File: src/rtl/alu_pkg.sv
package alu_pkg;

    localparam int XLEN = 32;
    localparam int IMMW = 16;
    localparam int OPW  = 3;

    typedef enum logic [OPW-1:0] {
        OP_ADD  = 3'd0,
        OP_ADDU = 3'd1,
        OP_SUB  = 3'd2,
        OP_SUBU = 3'd3,
        OP_SLT  = 3'd4,
        OP_SLTU = 3'd5,
        OP_RSV6 = 3'd6,
        OP_RSV7 = 3'd7
    } alu_op_e;

    typedef struct packed {
        logic [XLEN-1:0] value;
        logic            ovf;
    } alu_res_t;

    function automatic logic op_traps(alu_op_e op);
        return (op == OP_ADD) || (op == OP_SUB);
    endfunction

    function automatic logic op_subtracts(alu_op_e op);
        return (op == OP_SUB) || (op == OP_SUBU);
    endfunction

    function automatic logic op_is_arith(alu_op_e op);
        return (op == OP_ADD) || (op == OP_ADDU) || (op == OP_SUB) || (op == OP_SUBU);
    endfunction

endpackage

File: src/rtl/operand_sel.sv
module operand_sel #(
    parameter int W    = 32,
    parameter int IW   = 16
) (
    input  logic [W-1:0]  rt,
    input  logic [IW-1:0] imm,
    input  logic          use_imm,
    output logic [W-1:0]  opnd_b
);
    localparam int EXT = W - IW;

    logic [W-1:0] imm_ext;

    generate
        if (EXT > 0) begin : g_ext
            assign imm_ext = {{EXT{imm[IW-1]}}, imm};
        end else begin : g_noext
            assign imm_ext = imm[W-1:0];
        end
    endgenerate

    assign opnd_b = use_imm ? imm_ext : rt;
endmodule

File: src/rtl/addsub_unit.sv
module addsub_unit #(
    parameter int W = 32
) (
    input  logic [W-1:0] a,
    input  logic [W-1:0] b,
    input  logic         sub,
    output logic [W-1:0] sum,
    output logic         sovf
);
    logic [W-1:0] b_eff;
    logic [W-1:0] cin;

    always_comb begin
        b_eff = sub ? ~b : b;
        cin   = {{(W-1){1'b0}}, sub};
        sum   = a + b_eff + cin;
        sovf  = (a[W-1] == b_eff[W-1]) && (sum[W-1] != a[W-1]);
    end
endmodule

File: src/rtl/less_than_unit.sv
module less_than_unit #(
    parameter int W = 32
) (
    input  logic [W-1:0] a,
    input  logic [W-1:0] b,
    output logic         lt_s,
    output logic         lt_u
);
    always_comb begin
        lt_u = (a < b);
        if (a[W-1] != b[W-1])
            lt_s = a[W-1];
        else
            lt_s = lt_u;
    end
endmodule

File: src/rtl/alu_core.sv
module alu_core
    import alu_pkg::*;
(
    input  alu_op_e          op,
    input  logic [XLEN-1:0]  rs,
    input  logic [XLEN-1:0]  rt,
    input  logic [IMMW-1:0]  imm,
    input  logic             use_imm,
    output alu_res_t         res
);
    logic [XLEN-1:0] opnd_b;
    logic [XLEN-1:0] sum;
    logic            sovf;
    logic            lt_s;
    logic            lt_u;

    operand_sel #(.W(XLEN), .IW(IMMW)) u_opsel (
        .rt      (rt),
        .imm     (imm),
        .use_imm (use_imm),
        .opnd_b  (opnd_b)
    );

    addsub_unit #(.W(XLEN)) u_addsub (
        .a    (rs),
        .b    (opnd_b),
        .sub  (op_subtracts(op)),
        .sum  (sum),
        .sovf (sovf)
    );

    less_than_unit #(.W(XLEN)) u_lt (
        .a    (rs),
        .b    (opnd_b),
        .lt_s (lt_s),
        .lt_u (lt_u)
    );

    always_comb begin
        res = '0;
        if (op_is_arith(op)) begin
            res.value = sum;
            res.ovf   = sovf && op_traps(op);
        end else if (op == OP_SLT) begin
            res.value = {{(XLEN-1){1'b0}}, lt_s};
        end else if (op == OP_SLTU) begin
            res.value = {{(XLEN-1){1'b0}}, lt_u};
        end
    end
endmodule

File: src/rtl/int_alu_reg.sv
module int_alu_reg
    import alu_pkg::*;
(
    input  logic             clk,
    input  logic             rst,
    input  logic [OPW-1:0]   op_i,
    input  logic             use_imm_i,
    input  logic [XLEN-1:0]  rs_i,
    input  logic [XLEN-1:0]  rt_i,
    input  logic [IMMW-1:0]  imm_i,
    output logic [XLEN-1:0]  result_o,
    output logic             ovf_o,
    output logic             commit_ok_o
);
    alu_res_t res_d;
    alu_res_t res_q;
    logic     commit_q;

    alu_core u_core (
        .op      (alu_op_e'(op_i)),
        .rs      (rs_i),
        .rt      (rt_i),
        .imm     (imm_i),
        .use_imm (use_imm_i),
        .res     (res_d)
    );

    always_ff @(posedge clk) begin
        if (rst) begin
            res_q    <= '0;
            commit_q <= 1'b0;
        end else begin
            res_q    <= res_d;
            commit_q <= ~res_d.ovf;
        end
    end

    assign result_o    = res_q.value;
    assign ovf_o       = res_q.ovf;
    assign commit_ok_o = commit_q;
endmodule

File: config.mk
export PLATFORM = sky130hd
export DESIGN_NAME = int_alu_reg
export DESIGN_NICKNAME = d
export VERILOG_FILES = /design/src/rtl/alu_pkg.sv /design/src/rtl/operand_sel.sv /design/src/rtl/addsub_unit.sv /design/src/rtl/less_than_unit.sv /design/src/rtl/alu_core.sv /design/src/rtl/int_alu_reg.sv
export SDC_FILE = /design/constraint.sdc
export NUM_CORES = 1
export LEC_CHECK = 0
export ABC_AREA = 1
export ABC_CLOCK_PERIOD_IN_PS = 5430
export BUFFER_PORTS_ARGS = -buffer_cell sky130_fd_sc_hd__buf_4
export CORE_UTILIZATION = 38
export CTS_CLUSTER_SIZE = 10
export DETAILED_ROUTE_END_ITERATION = 12
export SLEW_MARGIN = 15
export SYNTH_ARGS = -nofsm -noshare
export SYNTH_HDL_FRONTEND = slang
export SYNTH_SLANG_ARGS = --single-unit
File: constraint.sdc
create_clock -name clk -period 5.43 [get_ports clk]
set_input_delay 0.543 -clock clk [delete_from_list [all_inputs] [get_ports clk]]
set_output_delay 0.543 -clock clk [all_outputs]
set_load 0.02 [all_outputs]
Word-level counts from Yosys, hierarchy flattened
Index checks and enable logic that the tools add are counted.
Word-level totals
  register bits after elaboration: 34
  bits of input ports: 86
  output and inout port bits: 34
  word-level logic and storage cells: 31
Cells by class
  $add $sub $neg: 2
  $lt $le $gt $ge: 1
  eq/ne operators: 8
  mux-type cells: 7
  bitwise logic cells: 2
  reductions and logical operators: 8
Operators with widths (number)
  2-to-1 mux 32 bit: 4
  adder 32 x 1 -> 32 bit: 1
  adder 32 bit: 1
  < comparator 32 bit: 1
  inverter 32 bit: 1
  == test 3 x 2 -> 1 bit, second input constant: 2
  == test 3 bit, second input constant: 2
  logical OR 1 bit: 5
  == test 3 x 1 -> 1 bit, second input constant: 1
  logical NOT 3 bit: 1
  2-to-1 mux 1 bit: 3
  logical AND 1 bit: 2
  != test 1 bit: 2
  == test 1 bit: 1
  inverter 1 bit: 1

Depth between registers and ports, before layout
  depth after elaboration: 10
  depth in mapped cells: 20
  gate-level depth less buffers: 19

Hierarchy
From an unflattened synthesis, not the netlist that was laid out.
Second synthesis, totals
  cells, all modules: 867
  area total of the unflattened synthesis: 5152.4 µm²
Modules (own cells, without submodules)
  addsub_unit: instances 1, cells an instance 459, area an instance 2534.9 µm², seq. area each 0.0 µm²
  int_alu_reg: instances 1, cells an instance 105, area an instance 982.2 µm², seq. area each 680.7 µm²
  less_than_unit: instances 1, cells an instance 136, area an instance 839.6 µm², seq. area each 0.0 µm²
  alu_core: instances 1, cells an instance 80, area an instance 417.9 µm², seq. area each 0.0 µm²
  operand_sel: instances 1, cells an instance 87, area an instance 377.9 µm², seq. area each 0.0 µm²

Worst setup path before layout
Ideal clock, no wire load.
  path kind: in2reg
  start: input port use_imm_i
  end: register res_q (netlist bit result_o[31])
  setup time: 113 ps
  data arrival time: 2712 ps
  data required time: 5317 ps
  slack: 2605 ps
  cell stages on the path: 19
  buffers on the path: 4
  cells stage by stage: buf_6 inv_4 or2_1 buf_6 clkbuf_1 o21ai_0 xor2_1 ha_1 clkbuf_2 a21oi_1 o21ai_0 nand2_1 nand3_1 a21oi_1 nand2_1 inv_1 nand2_1 nand2_1 nor2_1
Between the ends
  word-level cells in the longest chain between the ends: 6
Ends and longest elaborated chain
  start, declared: RTL line int_alu_reg.sv:7  | input logic use_imm_i,
  2-to-1 mux 32 bit *: RTL line operand_sel.sv:22  | assign opnd_b = use_imm ? imm_ext : rt;
  inverter 32 bit: RTL line addsub_unit.sv:14  | b_eff = sub ? ~b : b;
  2-to-1 mux 32 bit *: RTL line addsub_unit.sv:14
  adder 32 bit *: RTL line addsub_unit.sv:16  | sum = a + b_eff + cin;
  adder 32 x 1 -> 32 bit *: RTL line addsub_unit.sv:16
  2-to-1 mux 32 bit *: RTL line alu_core.sv:41  | if (op_is_arith(op)) begin
  end signal, assigned: RTL line int_alu_reg.sv:33  | res_q <= res_d;
  end, declared: RTL line int_alu_reg.sv:16  | alu_res_t res_q;
Mark *: on every way between the ends. The rest lies on a longest branch, timed or not.
A chain may end at the register's enable or synchronous reset.

Worst setup path in the final report
  start: input port use_imm_i
  end: register res_q (netlist bit result_o[26])
The elaborated chain is that of the path after synthesis.

==> metrics.yaml <==
outcome: "completed"
num_rows: 37
rsz0062_at_grt: "false"
leakagePower_uw: 0.002637
ctsLongestPathBuffers: 2
synthToLayoutAreaGrowth_pct: 26.98
end_kind: "register"
antenna_found_initial: 0
hold_class: "input port to register"
firstDrtPassIters: 5
cts_resized: 0
pin_count: 120
required_ps: 5620
antenna_left: 0
synth_area_leaders: "ha_1, dfxtp_1, nand2_1"
gp_congestion: 0.9066
crit_type: "input port to register"
first_iter_violations: 198
nets: 886
final_common_cell: "nand2_1"
num_antenna_cells: 0
die_w_microns: 105.5
grt_pass1_vias: 4392
wl_microns: 12460
cts-root-buf: "clkbuf_8"
hold_buffers: 0
ys_warn_count: 0
route.detailed.drc: 0
holdWs_ps: 408.9
slew_viol_final: 0
place_hpwl_microns: 10420
fmax_mhz: 294.0
arrival_ps: 3590
grt_pass1_wl_microns: 20290
ys_types: 36
pwr_density_cell_nw_per_um2: 218.8
yosysTopAreaCell: "ha_1"
drive_above_1_share_pct: 19.11
n_fill_cell: 1120
finalSetupTns_ps: 0
numPortBuffers: 119
die_h_microns: 105.5
synth-seq-cells: 34
grt_max_degree: 35
post_synth_instance_area_sq_um: 4071
cts_sinks: 34
grt_usage_pct: 22.88
cts_setup_buffers: 0
syn_avg_cell_area_sq_um: 6.546
fin_crit_ps: 3401
cts_made_buffers: 5
synth_seq_area_share_pct: 16.72
synth_top_cell_area_share_pct: 19.05
wire_per_inst_microns: 14.26
initial_core_util_pct: 39.26
cp_max_fo: 34
finalSetupViolCount: 0
syn_nets: 771
clk_pin_slew_worst_paths_ps: 90
worstSetupStartpointType: "input port"
cts-htree-levels: 2
die_area_sq_um: 11130
ir_worst_vdd_uv: 111.4
vias: 4502
via_per_inst: 5.151
max_cap_violations: 0
grt-ovfl-total: 0
dp_slack_ps: 1734
syn_inst: 622
hold_viol_final: 0
tightest_slew_ps: 976.2
core_area_sq_um: 10370
cts_tree: "built"
min_period_over_period_pct: 62.63
setup_slack_ps: 2029
layout_common_cells: "nand2_1, buf_4, nor2_1"
relSlewSlack_pct: 34.69
-- through the flow --
step	instances	power (uW)	area [sq um]	utilization (%)
after floorplan	622	710.3	4071	-
after global placement	866	912.0	5075	48.94
after detailed placement	866	916.8	5075	48.94
after CTS	874	1132	5170	49.86
after global routing	874	1229	5170	49.86
final	874	1131	5170	49.86
-- registers in the layout, indices dropped and copies added, names as in the netlist --
signal and cells:
commit_ok_o 1, ovf_o 1, result_o 32
-- worst max-delay path, stage by stage --
cell and delay, ps:
buf_4 250, inv_4 110, or2_1 430, o21ai_0 340, xor2_1 220, ha_1 420
nand2_1 120, nor2_1 140, inv_1 50, nor2_1 230, inv_1 70, nor2_1 120
nor2_1 50, nand2_1 190, nand2_1 100, a21oi_1 130, nor2_1 60
-- path summary, 6_finish.rpt --
path	startpoint	endpoint	slack [ps]	cells past startpoint
max	use_imm_i	result_o[26]	2030	17
min	rst	ovf_o	410	2
-- final cells by class --
cell class	count	area (sq um)	share of cell area [%]
timing repair buffer	120	900.9	17.42
multi-input combinational	512	3080	59.58
clock buffer	6	82.58	1.597
clock inverter	2	12.51	0.2420
tap	136	170.2	3.291
inverter	64	242.7	4.695
sequential	34	680.7	13.17
-- power by group --
| part | switching [uW] | total [uW] | internal (uW) | leakage, uW |
|---|---|---|---|---|
| Combinational | 393 | 636 | 242 | 0.00231 |
| Clock | 110 | 212 | 102 | 0.0000472 |
| Sequential | 6.99 | 283 | 276 | 0.000280 |
-- cells in the mapped netlist, drive strengths merged --
| library cell | instances |
|---|---|
| clkinv | 2 |
| nand4 | 6 |
| nand3 | 27 |
| nand3b | 1 |
| a211oi | 3 |
| inv | 62 |
| xor2 | 33 |
| mux2i | 13 |
| or2 | 1 |
| o2111ai | 1 |
| nor3 | 8 |
| a21o | 3 |
| a21oi | 72 |
| a31oi | 5 |
| dfxtp | 34 |
| o21ai | 49 |
| o211ai | 1 |
| o21a | 6 |
| nor4 | 1 |
| nor2 | 74 |
| nand2 | 139 |
| ha | 62 |
| o21bai | 5 |
| fa | 1 |
| clkbuf | 5 |
| buf | 7 |
| a22oi | 1 |
-- cell families after synthesis --
family          count (synthesis)  synth area share (%)
compound gates                146                 19.73
xor+xnor                       33                 7.283
fa+ha+maj                      63                 19.55
buf+inv                        76                 7.621
flops                          34                 16.72
mux                            13                 3.196
simple gates                  257                 25.91
-- per-layer routing --
metal | vias up | global-route usage, % | routed length [microns]
met3 | 24 | 3.030 | 789
met5 | - | 0 | 0
met2 | 152 | 38.39 | 5582
met1 | 2011 | 30.62 | 5821
met4 | 0 | 6.349 | 269
li1 | 2315 | - | -
Note: power is estimated with default switching activity, not from simulation.
